**src/rtl/pea_pkg.sv**
```systemverilog
package pea_pkg;
    typedef enum logic [1:0] {
        ST_IDLE  = 2'd0,
        ST_FETCH = 2'd1,
        ST_BUMP  = 2'd2,
        ST_FIN   = 2'd3
    } pea_state_e;
endpackage

```
**src/rtl/pea_decode.sv**
```systemverilog
module pea_decode #(
    parameter int AW        = 12,
    parameter int OW        = 7,
    parameter int AUTO_BASE = 8,
    parameter int AUTO_CNT  = 8
) (
    input  logic [AW-1:0] instr,
    input  logic [AW-1:0] pc,
    output logic [AW-1:0] direct_addr,
    output logic          is_indirect,
    output logic          in_auto
);
    localparam int PW       = AW - OW;
    localparam int IND_BIT  = AW - 4;
    localparam int PAGE_BIT = AW - 5;
    localparam logic [AW-1:0] LO = AW'(AUTO_BASE);
    localparam logic [AW-1:0] HI = AW'(AUTO_BASE + AUTO_CNT);

    logic          cur_page;
    logic [PW-1:0] page_num;

    always_comb begin
        cur_page    = instr[PAGE_BIT];
        is_indirect = instr[IND_BIT];
        page_num    = cur_page ? pc[AW-1:OW] : '0;
        direct_addr = {page_num, instr[OW-1:0]};
        in_auto     = (direct_addr >= LO) && (direct_addr < HI);
    end
endmodule

```
**src/rtl/pea_incr.sv**
```systemverilog
module pea_incr #(
    parameter int AW = 12
) (
    input  logic [AW-1:0] word_in,
    output logic [AW-1:0] word_out
);
    always_comb begin
        word_out = word_in + AW'(1);
    end
endmodule

```
**src/rtl/pea_seq.sv**
```systemverilog
module pea_seq
    import pea_pkg::*;
#(
    parameter int AW        = 12,
    parameter int FW        = 3,
    parameter int AUTO_BASE = 8,
    parameter int AUTO_CNT  = 8
) (
    input  logic          clk,
    input  logic          rst_n,
    input  logic          req_valid,
    input  logic [AW-1:0] dec_addr,
    input  logic          dec_ind,
    input  logic          dec_auto,
    input  logic [FW-1:0] inst_field,
    input  logic [FW-1:0] data_field,
    input  logic [AW-1:0] mem_rdata,
    input  logic [AW-1:0] rdata_inc,
    input  logic          mem_ready,
    output logic          busy,
    output logic          done,
    output logic [AW-1:0] ea,
    output logic [FW-1:0] ea_field,
    output logic          mem_rd,
    output logic          mem_wr,
    output logic [AW-1:0] mem_addr,
    output logic [FW-1:0] mem_field,
    output logic [AW-1:0] mem_wdata
);
    localparam logic [AW-1:0] LO = AW'(AUTO_BASE);
    localparam logic [AW-1:0] HI = AW'(AUTO_BASE + AUTO_CNT);

    typedef struct packed {
        pea_state_e    st;
        logic [AW-1:0] ptr;
        logic [AW-1:0] res;
        logic          bump;
        logic [FW-1:0] ptr_fld;
        logic [FW-1:0] res_fld;
    } seq_regs_t;

    seq_regs_t r_d, r_q;

    always_comb begin
        r_d = r_q;
        unique case (r_q.st)
            ST_IDLE: begin
                if (req_valid) begin
                    r_d.ptr     = dec_addr;
                    r_d.res     = dec_addr;
                    r_d.bump    = dec_ind && dec_auto;
                    r_d.ptr_fld = inst_field;
                    r_d.res_fld = dec_ind ? data_field : inst_field;
                    r_d.st      = dec_ind ? ST_FETCH : ST_FIN;
                end
            end
            ST_FETCH: begin
                if (mem_ready) begin
                    r_d.res = r_q.bump ? rdata_inc : mem_rdata;
                    r_d.st  = r_q.bump ? ST_BUMP : ST_FIN;
                end
            end
            ST_BUMP: begin
                if (mem_ready) begin
                    r_d.st = ST_FIN;
                end
            end
            default: begin
                r_d.st = ST_IDLE;
            end
        endcase
    end

    always_ff @(posedge clk or negedge rst_n) begin
        if (!rst_n) begin
            r_q <= '{st: ST_IDLE, ptr: '0, res: '0, bump: 1'b0,
                     ptr_fld: '0, res_fld: '0};
        end else begin
            r_q <= r_d;
        end
    end

    always_comb begin
        busy      = (r_q.st != ST_IDLE);
        done      = (r_q.st == ST_FIN);
        ea        = r_q.res;
        ea_field  = r_q.res_fld;
        mem_rd    = (r_q.st == ST_FETCH);
        mem_wr    = (r_q.st == ST_BUMP);
        mem_addr  = r_q.ptr;
        mem_field = r_q.ptr_fld;
        mem_wdata = r_q.res;
    end

    AST_RW_EXCL: assert property (@(posedge clk) disable iff (!rst_n)
        !(mem_rd && mem_wr));
    AST_RD_HOLD: assert property (@(posedge clk) disable iff (!rst_n)
        (mem_rd && !mem_ready) |=> (mem_rd && $stable(mem_addr)));
    AST_WR_HOLD: assert property (@(posedge clk) disable iff (!rst_n)
        (mem_wr && !mem_ready) |=> (mem_wr && $stable(mem_addr)));
    AST_DONE_PULSE: assert property (@(posedge clk) disable iff (!rst_n)
        done |=> !done);
    AST_WR_AUTO_ONLY: assert property (@(posedge clk) disable iff (!rst_n)
        mem_wr |-> ((mem_addr >= LO) && (mem_addr < HI)));
    AST_BUSY_HOLD: assert property (@(posedge clk) disable iff (!rst_n)
        (busy && !done) |=> busy);
endmodule

```
**src/rtl/paged_ea_gen.sv**
```systemverilog
module paged_ea_gen #(
    parameter int AW        = 12,
    parameter int OW        = 7,
    parameter int FW        = 3,
    parameter int AUTO_BASE = 8,
    parameter int AUTO_CNT  = 8
) (
    input  logic          clk,
    input  logic          rst_n,
    input  logic          req_valid,
    input  logic [AW-1:0] instr,
    input  logic [AW-1:0] pc,
    input  logic [FW-1:0] inst_field,
    input  logic [FW-1:0] data_field,
    output logic          busy,
    output logic          done,
    output logic [AW-1:0] ea,
    output logic [FW-1:0] ea_field,
    output logic          mem_rd,
    output logic          mem_wr,
    output logic [AW-1:0] mem_addr,
    output logic [FW-1:0] mem_field,
    output logic [AW-1:0] mem_wdata,
    input  logic [AW-1:0] mem_rdata,
    input  logic          mem_ready
);
    logic [AW-1:0] dec_addr;
    logic          dec_ind;
    logic          dec_auto;
    logic [AW-1:0] rdata_inc;

    pea_decode #(
        .AW(AW), .OW(OW), .AUTO_BASE(AUTO_BASE), .AUTO_CNT(AUTO_CNT)
    ) u_decode (
        .instr       (instr),
        .pc          (pc),
        .direct_addr (dec_addr),
        .is_indirect (dec_ind),
        .in_auto     (dec_auto)
    );

    pea_incr #(.AW(AW)) u_incr (
        .word_in  (mem_rdata),
        .word_out (rdata_inc)
    );

    pea_seq #(
        .AW(AW), .FW(FW), .AUTO_BASE(AUTO_BASE), .AUTO_CNT(AUTO_CNT)
    ) u_seq (
        .clk        (clk),
        .rst_n      (rst_n),
        .req_valid  (req_valid),
        .dec_addr   (dec_addr),
        .dec_ind    (dec_ind),
        .dec_auto   (dec_auto),
        .inst_field (inst_field),
        .data_field (data_field),
        .mem_rdata  (mem_rdata),
        .rdata_inc  (rdata_inc),
        .mem_ready  (mem_ready),
        .busy       (busy),
        .done       (done),
        .ea         (ea),
        .ea_field   (ea_field),
        .mem_rd     (mem_rd),
        .mem_wr     (mem_wr),
        .mem_addr   (mem_addr),
        .mem_field  (mem_field),
        .mem_wdata  (mem_wdata)
    );
endmodule

```
**config.mk**
```make
export PLATFORM = sky130hd
export DESIGN_NAME = paged_ea_gen
export DESIGN_NICKNAME = d
export VERILOG_FILES = /design/src/rtl/pea_pkg.sv /design/src/rtl/pea_decode.sv /design/src/rtl/pea_incr.sv /design/src/rtl/pea_seq.sv /design/src/rtl/paged_ea_gen.sv
export SDC_FILE = /design/constraint.sdc
export NUM_CORES = 1
export LEC_CHECK = 0
export BUFFER_PORTS_ARGS = -buffer_cell sky130_fd_sc_hd__clkbuf_2
export CAP_MARGIN = 20
export CORE_MARGIN = 1.5
export CORE_UTILIZATION = 35
export CTS_CLUSTER_DIAMETER = 30
export DETAILED_ROUTE_END_ITERATION = 8
export GPL_ROUTABILITY_DRIVEN = 0
export PLACE_DENSITY = 0.67
export SLEW_MARGIN = 10
export SYNTH_ARGS = -nofsm -noshare
export SYNTH_HDL_FRONTEND = slang
export SYNTH_HIERARCHICAL = 1
export SYNTH_SLANG_ARGS = --single-unit
```
**constraint.sdc**
```tcl
create_clock -name clk -period 1.6 [get_ports clk]
set_clock_uncertainty 0.05 [all_clocks]
set_input_delay 0.16 -clock clk [delete_from_list [all_inputs] [get_ports clk]]
set_output_delay 0.16 -clock clk [all_outputs]
set_load 0.005 [all_outputs]
```
==> impl_summary.log <==
INFO  metric grt_first_pass_wirelength = 7860 um
INFO  metric crit_path_cell_trace = buf_4 -> ha_4 -> buf_4 -> nand3b_1 -> buf_6 -> nor2_1 -> a221oi_2
INFO  metric grt_max_degree = 26
INFO  metric yosysTopAreaCell = dfrtp_1
INFO  metric avgViaCountPerCell = 4.55
INFO  metric mappedNetlistArea = 0.00234 sq mm
INFO  metric synth_async_sr_flop_share = 1.00
INFO  metric instances_no_fill = 346
INFO  metric min_period_over_period = 0.949
INFO  metric power_per_cell_area = 1640 mW/mm^2
INFO  metric top_cell_type_s_share_of_synthesized_area = 0.353
INFO  metric worstMarginPinSlew = 0.481 ns
INFO  metric critical-path-top-cell-by-count = buf_4
INFO  metric worst_ep_arrival_time = 1.63 ns
INFO  metric floorplan.die.height = 84.7 um
INFO  metric floorplan.die.width = 84.7 um
INFO  metric wl = 4610 um
INFO  metric synth_cells = 227
INFO  metric synthTopCellsByCount = buf_4, dfrtp_1, inv_1
INFO  metric synth_top_flop_cell = dfrtp_1
INFO  metric placedCellCount = 336
INFO  metric start_util = 0.366
INFO  metric yosys-top-cells-area = dfrtp_1, buf_4, mux2_2, a221oi_2, mux2i_1
INFO  metric crit_path_top_delay_cell = dfrtp_1
INFO  metric layout_cells_sized_above_1 = 0.517
INFO  metric worst_ep_required_time = 1.71 ns
INFO  metric detail_route.drc_violations = 0
INFO  metric htree_levels = 2
INFO  metric gr-usage-met1 = 0.184
INFO  metric vdd.ir_drop.worst = 0.742 mV
INFO  metric synth_area_per_cell = 10.3 sq um
INFO  metric number_of_antenna_violations_at_the_first_check_in_global_routing = 0
INFO  metric slew_headroom = 0.679
INFO  metric place.detailed.hpwl = 3540 um
INFO  metric global_route.usage.met3 = 0.0482
INFO  metric wl_per_cell = 13.3 um
INFO  metric worst_setup_path_end_kind = register
INFO  metric global_route.overflow_total = 0
INFO  metric finish.utilization = 0.418
INFO  metric number_of_endpoints_failing_setup_at_the_final_stage = 0
INFO  metric total_die_area = 0.00718 sq mm
INFO  metric critical_path.top_delay_family = buffers and inverters
INFO  metric timing.final.crit_period = 1.52 ns
INFO  metric cts.sink_count = 33
INFO  metric grt_pass1_vias = 1551
INFO  metric timing_worst_setup_path_type = register to register
INFO  metric initialDrtViolationCount = 36
INFO  metric postSynthRegisterBits = 33
INFO  metric io-pin-count = 92
INFO  metric power_leakage = 1.32 nW
INFO  metric final.hold.worst_slack = 0.0715 ns
INFO  metric critPathLaunchType = register
INFO  metric groute.layer.met2.usage = 0.216
INFO  metric syn2layout_area_growth = 14.3%
INFO  metric synth_fp_nets = 280
INFO  metric drt-pass1-iter-count = 3
INFO  metric worst_path_fanout_max = 12
INFO  metric kind_of_path_behind_the_tightest_hold_check = input pin to register
INFO  metric final_hold_viol_count = 0
INFO  metric root_buffer_cell = clkbuf_8
INFO  metric synth-edff-count = 0
INFO  metric placeableCoreArea = 0.00639 sq mm
INFO  metric max_cap_violations = 0
INFO  metric run_status = completed
INFO  metric tritoncts_clock_tree = yes
INFO  metric portBuffers = 81
INFO  metric cts_inserted_buffers = 5
INFO  metric rsz0062_at_grt = no
INFO  metric critPathBufInv = 3
INFO  metric num-nets-final = 321
INFO  metric clock_insertion_delay_worst_skew = 0.29 ns
INFO  metric yosysUniqueCellTypes = 32
INFO  metric route.vias.total = 1574
INFO  metric cell_with_the_most_instances_after_synthesis = buf_4
INFO  metric layout.filler_cells = 640
INFO  metric crit_path_largest_cell_delay = 0.39 ns
INFO  metric setup_total_negative_slack = 0 ns
INFO  metric clk_pin_slew_worst_setup_hold_paths = 0.07 ns
INFO  metric core.rowCount = 29
INFO  metric seq_area_frac_synth = 0.353
INFO  metric grt_usage = 0.140
INFO  metric antenna_violating_nets_post_route = 0
INFO  metric grt-busiest-layer = met2
INFO  metric max_freq = 0.658 GHz
INFO  metric ys.warnings.count = 6
INFO  metric clockBufferDepth = 2
INFO  metric antenna_cells_inserted = 0
INFO  metric slew_viol_final = 0
## registers in the layout (all words and copies together), names as in the netlist
signal / cells
u_seq/ea_field: 3
u_seq/mem_field: 3
u_seq/mem_addr: 12
u_seq/ea: 12
u_seq/r_q: 3
## final cells by class
type                       count  area, sq um  share of cell area
tap                           77         96.3              0.0360
sequential                    33          826               0.309
inverter                      19         71.3              0.0267
clock buffer                   7         96.3              0.0360
clock inverter                 1         5.00             0.00187
timing repair buffer          92          532               0.199
multi-input combinational    117         1050               0.391
## power by group
group,internal (mW),switching [mW]
sequential,1.22,0.221
clock,0.389,0.310
combinational,1.22,1.02
## kinds of logic after synthesis
logic type / share of synthesized area
buffers and inverters: 0.217
AOI/OAI and AO/OA: 0.0974
adders and majority gates: 0.0375
DFF: 0.353
and+or+nand+nor: 0.112
xor gates and xnor gates: 0.0375
muxes: 0.146
## path summary, 6_finish.rpt
kind,startpoint,end,slack [ns],depth (start not counted)
worst min register to register,u_seq/ea_field[0],u_seq/ea_field[0],0.45,2
max in group asynchronous,rst_n,u_seq/mem_addr[9],0.72,3
worst max-delay path,u_seq/r_q[31],u_seq/ea[6],0.08,7
worst max register to register,u_seq/r_q[31],u_seq/ea[6],0.08,7
worst min-delay path,inst_field[1],u_seq/mem_field[1],0.07,2
min in group asynchronous,rst_n,u_seq/mem_addr[1],0.31,2
## placed cells by master (no fill, tap or decap), drive strengths merged, types with 3 or more instances in the layout
cell and count:
a221oi 12, and2 5, buf 10, clkbuf 88
dfrtp 33, ha 7, inv 19, mux2 17
mux2i 15, nand2 9, nand2b 4, nand3 4
nor2 16, nor3 3, o21ai 5, xnor2 4
xor2 6
## routing by layer
metal / wire length, um / part of all wire / vias to the layer above
met3: 348 / 0.076 / 8
met1: 2050 / 0.45 / 715
met4: 62 / 0.013 / 0
li1: - / - / 796
met2: 2140 / 0.47 / 55
met5: 0 / 0 / -
## through the flow
step | area (sq um) | total power, mW | setup WS, ns
floorplan | 2340 | 3.32 | 0.0336
global placement | 2510 | 3.55 | 0.0590
detailed placement | 2510 | 3.61 | -0.0110
CTS | 2620 | 4.34 | 0.0497
global route | 2670 | 4.73 | 0.00111
finish | 2670 | 4.38 | 0.0810
## timing repair
item,CTS,global route
hold buffers,1,0
resized for setup,1,8
setup endpoints to repair,1,9
buffers inserted,0,1
endpoints found under the hold margin,16,0
(Power assumes the default switching activity.)
